**src/rtl/mtx_pkg.sv**
```systemverilog
package mtx_pkg;
   typedef enum logic [2:0] {
      ST_IDLE,
      ST_PRE,
      ST_DATA,
      ST_PAD,
      ST_FCS
   } mtx_state_e;

   localparam logic [7:0]  PRE_OCTET    = 8'h55;
   localparam logic [7:0]  SFD_OCTET    = 8'hD5;
   localparam logic [31:0] CRC_POLY_REV = 32'hEDB88320;
   localparam logic [31:0] CRC_SEED     = 32'hFFFF_FFFF;
   localparam int          FCS_BYTES    = 4;
endpackage

```
**src/rtl/mtx_crc_unit.sv**
```systemverilog
module mtx_crc_unit #(
   parameter int DW = 8
) (
   input  logic          clk,
   input  logic          rst_n,
   input  logic          seed,
   input  logic          step,
   input  logic [DW-1:0] din,
   output logic [31:0]   crc_q
);
   import mtx_pkg::*;

   logic [31:0] chain [0:DW];

   assign chain[0] = crc_q;

   for (genvar b = 0; b < DW; b++) begin : g_bit
      logic fb;
      assign fb          = chain[b][0] ^ din[b];
      assign chain[b+1]  = (chain[b] >> 1) ^ (fb ? CRC_POLY_REV : 32'h0);
   end

   always_ff @(posedge clk) begin
      if (!rst_n || seed) crc_q <= CRC_SEED;
      else if (step)      crc_q <= chain[DW];
   end
endmodule

```
**src/rtl/mtx_len_ctr.sv**
```systemverilog
module mtx_len_ctr #(
   parameter int MAXV = 60,
   localparam int W = $clog2(MAXV + 1)
) (
   input  logic         clk,
   input  logic         rst_n,
   input  logic         clr,
   input  logic         inc,
   output logic [W-1:0] cnt_q
);
   always_ff @(posedge clk) begin
      if (!rst_n || clr)                      cnt_q <= '0;
      else if (inc && cnt_q != W'(MAXV))      cnt_q <= cnt_q + 1'b1;
   end
endmodule

```
**src/rtl/mtx_framer.sv**
```systemverilog
module mtx_framer #(
   parameter int          PRE_BYTES = 7,
   parameter int          MIN_BODY  = 60,
   parameter logic [7:0]  PAD_VALUE = 8'h00
) (
   input  logic       clk,
   input  logic       rst_n,
   input  logic       in_valid,
   input  logic [7:0] in_data,
   input  logic       in_eof,
   input  logic       in_no_fcs,
   input  logic       in_pad,
   output logic       in_ready,
   output logic       out_valid,
   output logic [7:0] out_data,
   output logic       out_last,
   input  logic       out_ready
);
   import mtx_pkg::*;

   localparam int POS_MAX = (PRE_BYTES > FCS_BYTES) ? PRE_BYTES : FCS_BYTES;
   localparam int POS_W   = $clog2(POS_MAX + 1);
   localparam int LEN_W   = $clog2(MIN_BODY + 1);

   if (PRE_BYTES < 1) begin : g_bad_pre
      $error("PRE_BYTES must be at least 1");
   end
   if (MIN_BODY < 2) begin : g_bad_min
      $error("MIN_BODY must be at least 2");
   end

   mtx_state_e       st_q, st_d;
   logic [POS_W-1:0] pos_q;
   logic             fcs_on_q, pad_on_q;
   logic             ctl_load;
   logic             crc_step;
   logic [7:0]       crc_din;
   logic [31:0]      crc_q, crc_inv;
   logic             len_inc;
   logic [LEN_W-1:0] len_q;
   logic             out_fire, in_fire;

   assign out_fire = out_valid & out_ready;
   assign in_fire  = in_valid & in_ready;
   assign crc_inv  = ~crc_q;

   mtx_crc_unit #(.DW(8)) i_crc (
      .clk   (clk),
      .rst_n (rst_n),
      .seed  (st_q == ST_IDLE),
      .step  (crc_step),
      .din   (crc_din),
      .crc_q (crc_q)
   );

   mtx_len_ctr #(.MAXV(MIN_BODY)) i_len (
      .clk   (clk),
      .rst_n (rst_n),
      .clr   (st_q == ST_IDLE),
      .inc   (len_inc),
      .cnt_q (len_q)
   );

   always_comb begin
      st_d      = st_q;
      out_valid = 1'b0;
      out_data  = PAD_VALUE;
      out_last  = 1'b0;
      in_ready  = 1'b0;
      crc_step  = 1'b0;
      crc_din   = in_data;
      len_inc   = 1'b0;
      ctl_load  = 1'b0;
      case (st_q)
         ST_IDLE: begin
            if (in_valid) st_d = ST_PRE;
         end
         ST_PRE: begin
            out_valid = 1'b1;
            out_data  = (pos_q == POS_W'(PRE_BYTES)) ? SFD_OCTET : PRE_OCTET;
            if (out_ready && pos_q == POS_W'(PRE_BYTES)) st_d = ST_DATA;
         end
         ST_DATA: begin
            out_valid = in_valid;
            out_data  = in_data;
            in_ready  = out_ready;
            out_last  = in_eof & in_no_fcs & ~in_pad;
            if (in_fire) begin
               crc_step = 1'b1;
               len_inc  = 1'b1;
               if (in_eof) begin
                  ctl_load = 1'b1;
                  if (in_pad && len_q < LEN_W'(MIN_BODY - 1)) st_d = ST_PAD;
                  else if (!in_no_fcs || in_pad)              st_d = ST_FCS;
                  else                                        st_d = ST_IDLE;
               end
            end
         end
         ST_PAD: begin
            out_valid = 1'b1;
            crc_din   = PAD_VALUE;
            crc_step  = out_ready;
            len_inc   = out_ready;
            out_last  = !fcs_on_q && len_q == LEN_W'(MIN_BODY - 1);
            if (out_ready && len_q == LEN_W'(MIN_BODY - 1))
               st_d = fcs_on_q ? ST_FCS : ST_IDLE;
         end
         ST_FCS: begin
            out_valid = 1'b1;
            out_data  = 8'(crc_inv >> (8 * pos_q));
            out_last  = (pos_q == POS_W'(FCS_BYTES - 1));
            if (out_ready && pos_q == POS_W'(FCS_BYTES - 1)) st_d = ST_IDLE;
         end
         default: st_d = ST_IDLE;
      endcase
   end

   always_ff @(posedge clk) begin
      if (!rst_n) begin
         st_q     <= ST_IDLE;
         pos_q    <= '0;
         fcs_on_q <= 1'b1;
         pad_on_q <= 1'b0;
      end else begin
         st_q <= st_d;
         if (st_d != st_q)
            pos_q <= '0;
         else if (out_fire && (st_q == ST_PRE || st_q == ST_FCS))
            pos_q <= pos_q + 1'b1;
         if (ctl_load) begin
            fcs_on_q <= ~in_no_fcs | in_pad;
            pad_on_q <= in_pad;
         end
      end
   end

   assert_pre_crc_seeded_R3: assert property (@(posedge clk) disable iff (!rst_n)
      (st_q == ST_PRE) |-> (crc_q == CRC_SEED));

   assert_pad_min_len_R5: assert property (@(posedge clk) disable iff (!rst_n)
      (st_q == ST_FCS && pad_on_q) |-> (len_q == LEN_W'(MIN_BODY)));

   assert_ctl_frozen_R7: assert property (@(posedge clk) disable iff (!rst_n)
      ((st_q == ST_PAD || st_q == ST_FCS) && (st_d == ST_PAD || st_d == ST_FCS))
      |=> ($stable(fcs_on_q) && $stable(pad_on_q)));

   assert_no_fcs_ends_R4: assert property (@(posedge clk) disable iff (!rst_n)
      (st_q == ST_DATA && in_valid && out_ready && in_eof && in_no_fcs && !in_pad)
      |=> !out_valid);

   assert_last_valid_R8: assert property (@(posedge clk) disable iff (!rst_n)
      out_last |-> out_valid);

   assert_hold_R9: assert property (@(posedge clk) disable iff (!rst_n)
      (out_valid && !out_ready && st_q != ST_DATA && st_q != ST_IDLE)
      |=> (out_valid && $stable(out_data)));
endmodule

```
**config.mk**
```make
export PLATFORM = sky130hd
export DESIGN_NAME = mtx_framer
export DESIGN_NICKNAME = d
export VERILOG_FILES = /design/src/rtl/mtx_pkg.sv /design/src/rtl/mtx_crc_unit.sv /design/src/rtl/mtx_len_ctr.sv /design/src/rtl/mtx_framer.sv
export SDC_FILE = /design/constraint.sdc
export NUM_CORES = 1
export LEC_CHECK = 0
export BUFFER_PORTS_ARGS = -buffer_cell sky130_fd_sc_hd__buf_2
export CAP_MARGIN = 20
export CORE_MARGIN = 4
export CORE_UTILIZATION = 51
export CTS_CLUSTER_DIAMETER = 100
export DETAILED_ROUTE_END_ITERATION = 12
export GPL_TIMING_DRIVEN = 1
export MAX_ROUTING_LAYER = met4
export PLACE_DENSITY_LB_ADDON = 0.05
export SETUP_SLACK_MARGIN = 0.2
export SLEW_MARGIN = 20
export SYNTH_ARGS = -nofsm -noshare
export SYNTH_HDL_FRONTEND = slang
export SYNTH_SLANG_ARGS = --single-unit
```
**constraint.sdc**
```tcl
create_clock -name clk -period 2.4 [get_ports clk]
set_input_delay 0.48 -clock clk [delete_from_list [all_inputs] [get_ports clk]]
set_output_delay 0.48 -clock clk [all_outputs]
set_load 0.1 [all_outputs]
```
[Word level (Yosys, flattened, before mapping)]
Cells that the tools add are included.
W data, S select, Z words.
Storage, ports and cells
  flip-flop bits (word level): 45
  input bits: 15
  logic and storage cells: 88
Cells by class
  add/subtract/negate cells: 2
  order comparisons: 1
  equality and inequality tests: 9
  shift operators: 1
  multiplexer cells: 29
  bitwise gates (word level): 25
  reduce and logical (&&, ||, !) cells: 16
Operators by type and width (count)
  $mux W32: 8
  $xor A31 B32 Y32: 8
  $not A32 Y32: 1
  $shr A32 B6 Y8: 1
  $mux W3: 9
  $pmux W8 S3: 1
  $mux W8: 2
  $pmux W3 S5: 1
  $eq A3 B2 Y1 const B: 3
  $xor A1 B1 Y1: 8
  $logic_and A1 B1 Y1: 7
  $add A6 B1 Y6 const B: 1
  $eq A3 B3 Y1 const B: 2
  $eq A6 B6 Y1 const B: 1
  $lt A6 B6 Y1 const B: 1
  $ne A6 B6 Y1 const B: 1
  $mux W1: 5
  $and A1 B1 Y1: 4
  $pmux W1 S2: 2
  $add A3 B1 Y3 const B: 1
  $eq A3 B1 Y1 const B: 1
  $logic_not A1 Y1: 3
  $logic_not A3 Y1: 1
  $logic_or A1 B1 Y1: 3
  other kinds (6): 8

[Logic depth before layout (Yosys ltp)]
  depth in word-level cells: 26
  mapped depth: 8

[Hierarchy]
From an unflattened synthesis, not the netlist that was laid out.
Unflattened totals
  cell total of the unflattened synthesis: 409
  area total of the unflattened synthesis: 3595.9 µm²
By module, submodules not included
  mtx_crc_unit: instances 1, cells an instance 231, area each 2125.8 µm², sequential area each 640.6 µm²
  mtx_framer: instances 1, cells an instance 143, area each 1129.8 µm², sequential area each 140.1 µm²
  mtx_len_ctr: instances 1, cells an instance 35, area each 340.3 µm², sequential area each 120.1 µm²

[Worst setup path after synthesis]
OpenSTA, ideal clock, no wires.
  kind: flip-flop to output port
  from: reg pos_q[1]
  to: out out_data[6]
  arrival time: 3.491 ns
  data required time: 1.920 ns
  path slack: -1.571 ns
  stages on the path, launching flop included: 6
  buffers on the path: 1
  path through: dfxtp_1 > clkbuf_1 > mux4_2 > nor2_1 > nor2_1 > o21ai_0
Between the ends
  cells in the longest elaborated chain, start to end: 2
Ends and longest elaborated chain
  start, declared: RTL line mtx_framer.sv:33  | logic [POS_W-1:0] pos_q;
  start signal, assigned: RTL line mtx_framer.sv:129  | pos_q <= pos_q + 1'b1;
  $shr A32 B6 Y8: RTL line mtx_framer.sv:110  | out_data = 8'(crc_inv >> (8 * pos_q));
  $pmux W8 S3: RTL line mtx_framer.sv:74  | case (st_q)
  end, declared: RTL line mtx_framer.sv:15  | output logic [7:0] out_data,
No other way between the ends.

[Worst setup path after layout]
  from: reg pos_q[1]
  to: out out_data[7]
Between the ends
  cells in the longest elaborated chain, start to end: 3
Ends and longest elaborated chain (RTL line)
  branches (longest 2 deep; another with $shr A32 B6 Y8)
  $pmux W8 S3 (*): mtx_framer.sv:74
Mark *: on every way between the ends.

==> impl_metrics.csv <==
group,metric,value,unit
routing,ant_nets,0,
layout,mostFrequentLayoutCells,"xnor2_1, nor2_1, dfxtp_1",
global_route,antenna_found_initial,0,
pwr,p_leak,0.00145,uW
floorplanning,fp.dieW,87.1,um
pwr,irDropWorstVdd,0.300,mV
clock_tree,cts_num_sinks,45,
layout,areaGrowthSynthToFinish,25.5,%
routing,detail_route.wl_per_cell,17.4,um
sta,final-max-slew-violation-count,0,
clock_tree,htreeDepth,2,
global_route,grt_pass1_wl,13.6,mm
global_route,grtUsageTotal,23.9,%
logic_synthesis,synth_edf_count,0,
logic_synthesis,ys_types,51,
pwr,finalPower,1900,uW
pwr,power.switching,544,uW
floorplanning,io_pins,26,
routing,drc_errors,0,
global_route,grt_pass1_vias,2663,
logic_synthesis,synth_async_sr_flop_share,0,%
outcome,violations,"negative setup slack",
sta,hold_violations,0,
clock_tree,cts_tree,"done",
clock_tree,clockBufferDepth,2,
logic_synthesis,synthFlopType,"dfxtp_1",
floorplanning,initial_core_util,53.3,%
routing,first_pass_iters,4,
logic_synthesis,synthMuxAreaShare,6.90,%
sta,fin_ws,-0.0592,ns
critical_path,r2r_slack,0.35,ns
place,io_buffers,25,
place,dpl_worst_slack,0.214,ns
clock_tree,cts_root_buf,"clkbuf_8",
flow_run,drv_cap,0,
logic_synthesis,synth-compound-area-share,12.5,%
pwr,combPwrFrac,22.4,%
logic_synthesis,syn_inst,370,
critical_path,cp-start-kind,"register",
min_path,worstHoldPathCells,2,
floorplanning,core.rowCount,28,
sta,worst_pin_slew,0.589,ns
place,gp_congestion,0.902,
clock_tree,clk_latency,0.32,ns
logic_synthesis,synth_xor_area_share,28.3,%
logic_synthesis,synth_top_family_by_area,"XOR/XNOR gates",
sta,rsz0062_at_grt,"yes",
logic_synthesis,syn-cell-area,3190,sq um
logic_synthesis,synthSimpleGateAreaFrac,18.2,%
logic_synthesis,yosys_warnings,0,
layout,final_common_cell,"xnor2_1",
sta,setup_viol,2,
pwr,pwr-share-seq,39.5,%
sta,skew,0.0102,ns
logic_synthesis,ys_ff_latch,45,
layout,drive_gt1_share,26.2,%
logic_synthesis,synth.yosys.seq_area_share,28.2,%
critical_path,cp.required,1.92,ns
sta,slew_headroom,60.7,%
critical_path,endpoint_kind,"primary output",
critical_path,cp.arrival,1.98,ns
min_path,hold_path.class,"in -> reg",
logic_synthesis,synth.avg_cell_area,8.62,sq um
critical_path,worstSetupPathType,"reg -> out",
pwr,cellInternalPower,1350,uW
routing,first_iter_violations,134,
floorplanning,dieArea,7590,sq um
routing,drt-total-wl,8.26,mm
pwr,power.share.clock,38.1,%
logic_synthesis,syn-num-nets,390,
sta,fin_crit,2.46,ns
clock_tree,clk_pin_slew_worst_paths,0.10,ns
layout,diodes,0,
global_route,grt_max_degree,21,
routing,vias,2697,
logic_synthesis,synthAdderAreaFrac,1.96,%
critical_path,worstRegToRegCells,7,
clock_tree,cts_buffers,5,
place,hpwlAfterDp,6.25,mm
layout,nets,420,
floorplanning,die_h,87.1,um
routing,viasPerCell,5.67,
global_route,grt_overflow_total,0,
sta,fmax,407,MHz
sta,post-route-period-util,102,%
critical_path,crit_fanout,4,
pwr,p_sw_share,28.7,%
outcome,outcome,"finished with violations",
floorplanning,core,5990,sq um
pwr,power_density,474,nW/um^2
## state kept, by name, summed over array words and instances, names as in the netlist
signal       count
i_len.cnt_q      6
fcs_on_q         1
st_q             3
i_crc.crc_q     32
pos_q            3
## path summary, 6_finish.rpt
| check | to | startpoint |
|---|---|---|
| worst min-delay path | fcs_on_q | rst_n |
| worst max register to register | i_crc.crc_q[19] | st_q[1] |
| worst min register to register | fcs_on_q | fcs_on_q |
| worst max-delay path | out_data[7] | pos_q[1] |
## Yosys cell counts, types with 8 or more instances
cell | n | area share (%)
o211ai_1 | 11 | 2.6
o21ai_0 | 9 | 1.4
a21oi_1 | 26 | 4.1
mux4_2 | 8 | 5.6
xnor2_1 | 55 | 15
clkbuf_1 | 14 | 1.6
xor2_1 | 29 | 8.0
nor2_1 | 49 | 5.8
nand2_1 | 39 | 4.6
dfxtp_1 | 45 | 28
## layout make-up
type                    count  area [sq um]
multi-input cells         297          2340
fillers                   517          1990
flip-flops and latches     45           915
repair buffers             46           502
well taps                  75          93.8
clock buffers               5          68.8
clock inverters             3          68.8
inverters                   5          18.8
## per-layer routing
metal	share of wire [%]	GRT usage [%]
met1	44	29.8
met2	50	39.9
met3	5.2	4.35
met4	1.5	6.69
met5	0	-
## power groups by stage
stage                     combinational, uW  clock [uW]  sequential [uW]
after global routing                    456         765              750
after global placement                  414           0              770
after floorplan                         316           0              767
final                                   425         722              749
after detailed placement                415           0              770
after CTS                               421         732              751
## timing repair
item / 4_1_cts / 5_1_grt
hold buffers: 0 / 0
setup endpoints to repair: 11 / 16
gates resized for setup: 19 / 11
cloned: 0 / 1
buffers inserted: 1 / 2
pin swaps: 3 / 5
## through the flow
stage	TNS, ns	std cells	utilization (%)	hold WS, ns	instance area, sq um
detailed placement	0	464	61.9	0.506	3710
global placement	0	464	61.9	0.501	3710
global route	-0.380	476	66.9	0.445	4010
CTS	-0.0799	473	65.3	0.418	3910
finish	-0.0671	476	66.9	0.420	4010
floorplan	-0.0465	370	-	0.466	3310
## critical path: stages, from the launching register on
cell and delay [ns]:
dfxtp_4 0.38, mux4_2 0.49, or4_4 0.44, a21oi_4 0.16
buf_12 0.19
## cell families after synthesis
group	Yosys count
AO/OA/AOI/OAI	64
buffers and inverters	28
AND/OR/NAND/NOR	124
multiplexers	12
XOR/XNOR	92
flip-flops	45
adder cells (fa/ha/maj)	5
Note: power is estimated with default switching activity, not from simulation.
